## src/rtl/i2c_tgt_pkg.sv

```systemverilog
package i2c_tgt_pkg;
   typedef enum logic [2:0] {
      ST_IDLE,
      ST_ADDR,
      ST_ACK,
      ST_ACK_HOLD,
      ST_WAIT_MACK,
      ST_RECV,
      ST_SEND
   } tgt_state_e;
endpackage

```

## src/rtl/i2c_tgt_sync.sv

```systemverilog
module i2c_tgt_sync #(
   parameter int STAGES = 2
) (
   input  logic clk,
   input  logic rst_n,
   input  logic pin_i,
   output logic lvl_o,
   output logic rise_o,
   output logic fall_o
);
   logic [STAGES-1:0] chain;
   logic              prev;

   generate
      if (STAGES < 2) begin : g_bad_depth
         $error("i2c_tgt_sync needs at least two stages");
      end
   endgenerate

   // lines idle high, so the chain resets high to avoid a false edge
   always_ff @(posedge clk or negedge rst_n) begin
      if (!rst_n) begin
         chain <= '1;
         prev  <= 1'b1;
      end else begin
         chain <= {chain[STAGES-2:0], pin_i};
         prev  <= chain[STAGES-1];
      end
   end

   assign lvl_o  = chain[STAGES-1];
   assign rise_o = chain[STAGES-1] & ~prev;
   assign fall_o = ~chain[STAGES-1] & prev;
endmodule

```

## src/rtl/i2c_tgt_hold.sv

```systemverilog
module i2c_tgt_hold #(
   parameter int HOLD_W = 8
) (
   input  logic              clk,
   input  logic              rst_n,
   input  logic              scl_fall,
   input  logic              active,
   input  logic [HOLD_W-1:0] hold_len,
   output logic              scl_oe
);
   logic [HOLD_W-1:0] cnt;

   always_ff @(posedge clk or negedge rst_n) begin
      if (!rst_n) begin
         cnt <= '0;
      end else if (scl_fall && active && hold_len != '0) begin
         cnt <= hold_len;
      end else if (cnt != '0) begin
         cnt <= cnt - HOLD_W'(1);
      end
   end

   assign scl_oe = (cnt != '0);

   // a stretch only ever starts right after a detected fall outside idle
   a_r10_hold_after_fall: assert property (@(posedge clk) disable iff (!rst_n)
      $rose(scl_oe) |-> $past(scl_fall && active));

   // a fall seen while idle never starts a stretch
   a_r11_idle_no_hold: assert property (@(posedge clk) disable iff (!rst_n)
      (scl_fall && !active && !scl_oe) |=> !scl_oe);
endmodule

```

## src/rtl/i2c_tgt_fsm.sv

```systemverilog
module i2c_tgt_fsm
   import i2c_tgt_pkg::*;
#(
   parameter int ADDR_W = 7,
   parameter int DATA_W = 8
) (
   input  logic              clk,
   input  logic              rst_n,
   input  logic              scl_lvl,
   input  logic              scl_rise,
   input  logic              scl_fall,
   input  logic              sda_lvl,
   input  logic              start,
   input  logic              stop,
   input  logic [ADDR_W-1:0] own_addr,
   input  logic [DATA_W-1:0] tx_byte,
   input  logic              ack_data_en,
   output logic              sda_oe,
   output logic              active,
   output logic [DATA_W-1:0] rx_data,
   output logic              rx_valid
);
   localparam int CNT_W = $clog2(DATA_W + 1);
   localparam int IDX_W = $clog2(DATA_W);

   tgt_state_e        state;
   logic [CNT_W-1:0]  bit_cnt;
   logic [CNT_W-1:0]  tx_cnt;
   logic [DATA_W-1:0] shreg;
   logic [DATA_W-1:0] shifted;
   logic [IDX_W-1:0]  tx_idx;
   logic              dir_tx;
   logic              first_ack;
   logic              sda_drv;

   always_comb begin
      shifted = {shreg[DATA_W-2:0], sda_lvl};
      tx_idx  = IDX_W'(DATA_W - 1) - IDX_W'(tx_cnt);
   end

   always_ff @(posedge clk or negedge rst_n) begin
      if (!rst_n) begin
         state     <= ST_IDLE;
         bit_cnt   <= '0;
         tx_cnt    <= '0;
         shreg     <= '0;
         dir_tx    <= 1'b0;
         first_ack <= 1'b0;
         sda_drv   <= 1'b0;
         rx_data   <= '0;
         rx_valid  <= 1'b0;
      end else begin
         rx_valid <= 1'b0;
         if (start || stop) begin
            // bus conditions win over any clock edge in the same cycle
            state   <= start ? ST_ADDR : ST_IDLE;
            bit_cnt <= '0;
            tx_cnt  <= '0;
            shreg   <= '0;
            sda_drv <= 1'b0;
         end else if (scl_rise) begin
            case (state)
               ST_ADDR, ST_RECV: begin
                  if (bit_cnt == CNT_W'(DATA_W - 1)) begin
                     bit_cnt <= '0;
                     shreg   <= '0;
                     if (state == ST_ADDR) begin
                        if (shifted[DATA_W-1 -: ADDR_W] != own_addr) begin
                           state <= ST_IDLE;
                        end else begin
                           dir_tx    <= shifted[0];
                           first_ack <= 1'b1;
                           state     <= ST_ACK;
                        end
                     end else begin
                        rx_data   <= shifted;
                        rx_valid  <= 1'b1;
                        first_ack <= 1'b0;
                        state     <= ST_ACK;
                     end
                  end else begin
                     shreg   <= shifted;
                     bit_cnt <= bit_cnt + CNT_W'(1);
                  end
               end
               ST_WAIT_MACK: state <= sda_lvl ? ST_IDLE : ST_ACK_HOLD;
               default: ;
            endcase
         end else if (scl_fall) begin
            case (state)
               ST_ACK: begin
                  sda_drv <= first_ack | ack_data_en;
                  state   <= ST_ACK_HOLD;
               end
               ST_ACK_HOLD: begin
                  if (dir_tx) begin
                     sda_drv <= ~tx_byte[DATA_W-1];
                     tx_cnt  <= CNT_W'(1);
                     state   <= ST_SEND;
                  end else begin
                     sda_drv <= 1'b0;
                     state   <= ST_RECV;
                  end
               end
               ST_SEND: begin
                  if (tx_cnt == CNT_W'(DATA_W)) begin
                     sda_drv <= 1'b0;
                     tx_cnt  <= '0;
                     state   <= ST_WAIT_MACK;
                  end else begin
                     sda_drv <= ~tx_byte[tx_idx];
                     tx_cnt  <= tx_cnt + CNT_W'(1);
                  end
               end
               default: ;
            endcase
         end
      end
   end

   assign sda_oe = sda_drv;
   assign active = (state != ST_IDLE);

   // a START always lands in address reception
   a_r2_start_to_addr: assert property (@(posedge clk) disable iff (!rst_n)
      start |=> (state == ST_ADDR));

   // a STOP always idles with SDA released
   a_r3_stop_releases: assert property (@(posedge clk) disable iff (!rst_n)
      (stop && !start) |=> (state == ST_IDLE && !sda_oe));

   // the data strobe is a single-cycle pulse
   a_r6_single_strobe: assert property (@(posedge clk) disable iff (!rst_n)
      rx_valid |=> !rx_valid);

   // SDA drive moves only while SCL is low
   a_r12_sda_moves_low: assert property (@(posedge clk) disable iff (!rst_n)
      (sda_drv != $past(sda_drv)) |-> !scl_lvl);
endmodule

```

## src/rtl/i2c_tgt_stretch.sv

```systemverilog
module i2c_tgt_stretch #(
   parameter int ADDR_W      = 7,
   parameter int DATA_W      = 8,
   parameter int SYNC_STAGES = 2,
   parameter int HOLD_W      = 8
) (
   input  logic              clk,
   input  logic              rst_n,
   input  logic              scl_i,
   input  logic              sda_i,
   input  logic [ADDR_W-1:0] own_addr,
   input  logic [DATA_W-1:0] tx_byte,
   input  logic              ack_data_en,
   input  logic [HOLD_W-1:0] hold_cycles,
   output logic              scl_oe,
   output logic              sda_oe,
   output logic [DATA_W-1:0] rx_data,
   output logic              rx_valid
);
   localparam int N_LINES = 2;
   localparam int L_SCL   = 0;
   localparam int L_SDA   = 1;

   generate
      if (DATA_W != ADDR_W + 1) begin : g_bad_width
         $error("address plus direction bit must fill one data byte");
      end
      if (HOLD_W < 1) begin : g_bad_hold
         $error("hold counter needs at least one bit");
      end
   endgenerate

   logic [N_LINES-1:0] pins;
   logic [N_LINES-1:0] lvl;
   logic [N_LINES-1:0] rise;
   logic [N_LINES-1:0] fall;
   logic               start;
   logic               stop;
   logic               active;

   assign pins[L_SCL] = scl_i;
   assign pins[L_SDA] = sda_i;

   generate
      for (genvar g = 0; g < N_LINES; g++) begin : g_sync
         i2c_tgt_sync #(.STAGES(SYNC_STAGES)) u_sync (
            .clk    (clk),
            .rst_n  (rst_n),
            .pin_i  (pins[g]),
            .lvl_o  (lvl[g]),
            .rise_o (rise[g]),
            .fall_o (fall[g])
         );
      end
   endgenerate

   assign start = fall[L_SDA] & lvl[L_SCL];
   assign stop  = rise[L_SDA] & lvl[L_SCL];

   i2c_tgt_fsm #(.ADDR_W(ADDR_W), .DATA_W(DATA_W)) u_fsm (
      .clk         (clk),
      .rst_n       (rst_n),
      .scl_lvl     (lvl[L_SCL]),
      .scl_rise    (rise[L_SCL]),
      .scl_fall    (fall[L_SCL]),
      .sda_lvl     (lvl[L_SDA]),
      .start       (start),
      .stop        (stop),
      .own_addr    (own_addr),
      .tx_byte     (tx_byte),
      .ack_data_en (ack_data_en),
      .sda_oe      (sda_oe),
      .active      (active),
      .rx_data     (rx_data),
      .rx_valid    (rx_valid)
   );

   i2c_tgt_hold #(.HOLD_W(HOLD_W)) u_hold (
      .clk      (clk),
      .rst_n    (rst_n),
      .scl_fall (fall[L_SCL]),
      .active   (active),
      .hold_len (hold_cycles),
      .scl_oe   (scl_oe)
   );
endmodule

```

## config.mk

```make
export PLATFORM = sky130hd
export DESIGN_NAME = i2c_tgt_stretch
export DESIGN_NICKNAME = d
export VERILOG_FILES = /design/src/rtl/i2c_tgt_pkg.sv /design/src/rtl/i2c_tgt_sync.sv /design/src/rtl/i2c_tgt_hold.sv /design/src/rtl/i2c_tgt_fsm.sv /design/src/rtl/i2c_tgt_stretch.sv
export SDC_FILE = /design/constraint.sdc
export NUM_CORES = 1
export LEC_CHECK = 0
export BUFFER_PORTS_ARGS = -buffer_cell sky130_fd_sc_hd__buf_2
export CORE_ASPECT_RATIO = 0.5
export CORE_UTILIZATION = 32
export CTS_BUF_LIST = sky130_fd_sc_hd__clkbuf_4 sky130_fd_sc_hd__clkbuf_8
export CTS_CLUSTER_DIAMETER = 150
export CTS_CLUSTER_SIZE = 30
export DETAILED_ROUTE_END_ITERATION = 6
export GPL_ROUTABILITY_DRIVEN = 0
export GPL_TIMING_DRIVEN = 0
export PLACE_DENSITY = 0.61
export SYNTH_ARGS = -nofsm -noshare
export SYNTH_HDL_FRONTEND = slang
export SYNTH_SLANG_ARGS = --single-unit
```

## constraint.sdc

```tcl
create_clock -name clk -period 2.4 [get_ports clk]
set_input_delay 0.24 -clock clk [delete_from_list [all_inputs] [get_ports clk]]
set_output_delay 0.24 -clock clk [all_outputs]
set_load 0.01 [all_outputs]
```

==> Word-level counts from Yosys, hierarchy flattened <==
Cells that the tools add are included.
{ "word_totals": {"ff_bits": 44, "latch_bits": 0, "ramBits": 0, "rom_bits": 0, "input_bits": 28, "output_inout_bits": 11, "wordCells": 115, "mem_count": 0} }
{ "op_classes": {"addsub": 4, "mul": 0, "div_mod_pow": 0, "n_lt_le_gt_ge": 1, "n_eq_ne": 15, "shift": 0, "muxes": 43, "bitwise": 16, "reduce_logical": 22} }
{ "ops": {"columns": ["cell", "count"], "rows": [
  ["$mux W4", 9],
  ["$mux W7", 4],
  ["$mux W8", 2],
  ["$reduce_bool A8 Y1", 2],
  ["$mux W3", 5],
  ["$reduce_and A5 Y1", 3],
  ["$mux W1", 14],
  ["$eq A3 B3 Y1 const B", 3],
  ["$not A1 Y1", 9],
  ["$pmux W3 S3", 1],
  ["$reduce_bool A3 Y1", 3],
  ["$add A4 B1 Y4 const B", 2],
  ["$mux W2", 4],
  ["$ne A4 B2 Y1 const B", 2],
  ["$pmux W4 S2", 1],
  ["$reduce_bool A2 Y1", 4],
  ["$sub A8 B1 Y8 const B", 1],
  ["$ne A7 B7 Y1", 1],
  ["$and A1 B1 Y1", 6],
  ["$eq A3 B2 Y1 const B", 2],
  ["$pmux W3 S2", 1],
  ["$reduce_and A6 Y1", 1],
  ["$reduce_bool A5 Y1", 1],
  ["$eq A4 B3 Y1 const B", 1],
  ["18 further kinds", 19]
]} }

==> Depth between registers and ports, before layout <==
{ "depth": {"word_depth": 9, "mapped_depth": 8, "ltp_nobuf": 6} }

==> Modules after synthesis <==
From an unflattened synthesis, not the netlist that was laid out.
{ "hier_totals": {"cells_unflattened": 230, "area_unflattened_um2": 2413.6} }
{ "modules_own_cells": {"columns": ["module", "instances", "cells_each", "area_per_inst_um2", "seq_area_each_um2"], "rows": [
  ["i2c_tgt_fsm", 1, 156, 1670.4, 750.7],
  ["i2c_tgt_hold", 1, 62, 543.0, 200.2],
  ["i2c_tgt_sync", 2, 5, 93.8, 78.8],
  ["i2c_tgt_stretch", 1, 2, 12.5, 0.0]
]} }

==> Least setup slack after synthesis <==
No wires, ideal clock.
{ "synth_path": {"kind": "register -> register", "start": "reg g_sync[0].u_sync.prev", "end": "reg u_fsm.state[0]", "setup_time_ns": 0.079, "arrival_ns": 1.864, "t_required_ns": 2.321, "setup_slack_ns": 0.457, "path_stages_with_launch": 8, "path_buffers": 1, "synth_period_minus_slack_ns": 1.943, "path_cell_list": "dfstp_2 inv_1 ha_1 clkbuf_1 and3b_1 a221oi_1 a21o_1 mux2i_1"} }
{ "synth_via": {"elab_chain_cells": 4, "word_cells_on_any_way": 11, "cone_classes": "3 x eq/ne; 2 x mux; 3 x bitwise; 3 x reduce/logical"} }
{ "synth_rtl": {"columns": ["element", "line", "text"], "rows": [
  ["start, declared", "i2c_tgt_sync.sv:12", "logic prev;"],
  ["start signal, assigned", "i2c_tgt_sync.sv:27", "prev <= chain[STAGES-1];"],
  ["$not A1 Y1", "i2c_tgt_sync.sv:32", "assign rise_o = chain[STAGES-1] & ~prev;"],
  ["$and A1 B1 Y1", "i2c_tgt_sync.sv:32", null],
  ["$ne A4 B2 Y1 (no line) (tied with other cells)", null, null],
  ["$reduce_and A5 Y1 (no line) / $mux W3 (equally long branches)", null, null],
  ["end signal, assigned", "i2c_tgt_fsm.sv:56", "state <= start ? ST_ADDR : ST_IDLE;"],
  ["end signal, assigned", "i2c_tgt_fsm.sv:86", "ST_WAIT_MACK: state <= sda_lvl ? ST_IDLE : ST_ACK_HOLD;"],
  ["end, declared", "i2c_tgt_fsm.sv:26", "tgt_state_e state;"]
]} }
Parallel ways exist; a longest one is shown, timed or not.
A chain may end at the register's enable or synchronous reset.

==> Worst setup path after layout <==
Same ends and word-level chain as after synthesis.

==> flow_summary.yaml <==
critical_path:
  crit_fanout: 10
  cp_num_buf_inv: 2
  cp_slowest_cell: "dfstp_2"
  cp.arrival_ns: 2.37
  path_cells: "inv_1 -> ha_1 -> clkbuf_1 -> and3b_1 -> a221oi_2 -> a21o_1 -> mux2i_1"
  worst-setup-path-type: "flip-flop to flip-flop"
  crit_family: "compound AO/OA/AOI/OAI gates"
  crit_path_end_kind: "flip-flop"
  slowest_delay_ns: 0.53
  worstPathRequired_ns: 2.61
  start_kind: "flip-flop"
place:
  place_ws_ns: 0.199
  portBuffers: 38
  dp_hpwl_mm: 3.61
logic_synthesis:
  synthFlopType: "dfrtp_1"
  ys_warn_count: 0
  synth_edf_count: 0
  synth_seq_cells: 44
  async_reset_ff_share_pct: 100
  avgSynthCellArea_um2: 10.8
  post_synth_num_cell_types: 47
  seq_area_frac_synth_pct: 46.6
  synthCells: 220
  synth_nets: 254
  syn_area_um2: 2380
timing:
  final.min_clock_period_ns: 2.16
  setup_tns_ns: 0
  hold_violations: 0
  slew_viol_final: 0
  tightest_slew_ns: 0.954
  relSlewSlack_pct: 36.4
  timing.hold.ws_ns: 0.0406
  rsz0062_at_grt: "no"
  fin_crit_sh_pct: 90.0
  worst_slack_ns: 0.240
  setup-violations-final: 0
  timing.fmax_ghz: 0.463
  finClkSkew_ns: 0.00601
floorplan:
  die_area_um2: 7810
  ios: 39
  placeableCoreArea_um2: 6940
  num_rows: 21
  die_x_um: 124
  initial_core_util_pct: 34.3
  die_h_um: 63.0
worst_hold_path:
  hold_class: "primary input to flip-flop"
final_layout:
  nFillCells: 670
  nets: 299
  area_growth_pct: 16.7
  drive_above_1_share_pct: 29.4
  insertedDiodeCount: 0
clock_tree:
  cts-htree-levels: 2
  worstSkewPairLatency_ns: 0.29
  cts_hold_buf: 0
  cts_buffer_depth: 2
  ctsResizeCount: 0
  numCtsBuffers: 5
  cts_root_buf: "clkbuf_8"
  cts_sinks: 44
  clk_pin_slew_ns: 0.08
  postCtsSetupBuffers: 0
  cts_tree: "yes"
grt:
  antenna_found_initial: 0
  grt_max_degree: 45
  gr-total-overflow: 0
  first_global_vias: 1861
  grt_usage_pct: 14.0
  grt_pass1_wl_mm: 8.58
detailed_routing:
  first_pass_iters: 4
  drc: 0
  vias: 1845
  first_iter_violations: 129
  vias_per_cell: 5.17
  wl_per_cell_um: 13.6
  wirelength_mm: 4.86
  ant_nets: 0
pwr:
  p_leak_uw: 0.00132
  powerDensity_nw_per_um2: 762
  vdd_drop_max_mv: 0.214
outcome:
  status: "completed"
job:
  maxCapViolations: 0
cell families (layout without fill, tap and decap cells):
group	after synthesis	in the layout	share of synthesized area (%)
compound gates	51	51	15.0
xor+xnor	12	12	4.73
fa+ha+maj	6	6	3.15
buf+inv	20	65	3.68
flops	44	44	46.6
mux	18	18	10.6
simple gates	69	69	16.3
routing by layer:
metal  share of wire (%)  global-route usage (%)
met1                  48                    18.7
met2                  46                    22.2
met3                 4.9                    3.56
met4                0.89                    4.17
met5                   0                       0
synth_stat cells (2+ instances only):
cell      number  share of area, %
dfrtp_1       38                40
inv_1         12               1.9
or4_1          2              0.63
a21o_1         2              0.63
nor2_1         9               1.4
dfstp_2        6               6.6
o31ai_1        2              0.63
xor2_1         9               3.3
nor3_1         5               1.1
o211ai_1       2              0.63
a211oi_1       5               1.6
xnor2_1        2              0.74
mux2i_1        2              0.84
mux2_2         6               2.8
buf_2          4              0.84
o21ai_0        8               1.7
nor2b_1       10               2.6
and3b_1        4               1.5
o21bai_1       2              0.63
nor4_1         4               1.1
nand4_1        2              0.53
nand2_1       17               2.7
nand3_1        4              0.84
nand2b_1       2              0.53
mux4_2         2               1.9
nand3b_1       5               1.6
a21oi_1       11               2.3
ha_1           6               3.2
clkbuf_1       3              0.47
a22o_1         8               2.9
mux2_4         8               5.0
a31oi_1        3              0.79
worst paths after layout:
check | startpoint | end | slack [ns] | depth (start not counted)
worst max-delay path | g_sync[0].u_sync.prev | u_fsm.state[0] | 0.24 | 7
max in group asynchronous | rst_n | u_fsm.first_ack | 1.72 | 1
worst max register to register | g_sync[0].u_sync.prev | u_fsm.state[0] | 0.24 | 7
min in group asynchronous | rst_n | u_fsm.rx_data[5] | 0.09 | 1
worst min register to register | g_sync[0].u_sync.chain[0] | g_sync[0].u_sync.chain[1] | 0.36 | 0
worst min-delay path | scl_i | g_sync[0].u_sync.chain[0] | 0.04 | 1
through the flow:
step,instance area (um^2),instances,util (%),power [uW]
after floorplan,2380,220,-,1490
after global placement,2690,350,38.7,1650
after detailed placement,2690,350,38.7,1680
after CTS,2770,357,39.9,2130
after global routing,2780,357,40.0,2290
final,2780,357,40.0,2120
layout by cell type, fill, tap and decap left out, drive strengths merged, types with 3 or more instances in the layout:
master	instances
mux2	14
nand3b	5
ha	6
nand3	4
dfstp	6
clkbuf	9
and3b	4
nand2	17
a31oi	3
dfrtp	38
a211oi	6
nor4	4
o21ai	9
inv	12
xor2	10
nor3	6
a21oi	11
nor2	9
nor2b	10
a22o	8
buf	43
sequential cells by signal (all words and copies together), names as in the netlist:
| register | cells |
|---|---|
| u_fsm.rx_valid | 1 |
| g_sync.u_sync.prev | 2 |
| u_fsm.dir_tx | 1 |
| u_hold.cnt | 8 |
| g_sync.u_sync.chain | 4 |
| u_fsm.state | 3 |
| u_fsm.first_ack | 1 |
| u_fsm.rx_data | 8 |
| u_fsm.bit_cnt | 4 |
| u_fsm.tx_cnt | 4 |
| u_fsm.sda_oe | 1 |
| u_fsm.shreg | 7 |
power by group:
| part | internal (uW) | switching (uW) |
|---|---|---|
| registers | 864 | 121 |
| clock network | 209 | 239 |
| logic | 312 | 371 |
layout make-up:
class	count	area (um^2)	area share [%]
well taps	92	115	4.14
inverters	12	45.0	1.62
clock inverters	1	5.00	0.180
repair buffers	38	190	6.85
clock buffers	6	76.3	2.75
plain buffers	8	42.5	1.53
multi-input cells	156	1190	43.0
flip-flops and latches	44	1110	39.9
Power figures use the tool's default switching activity.
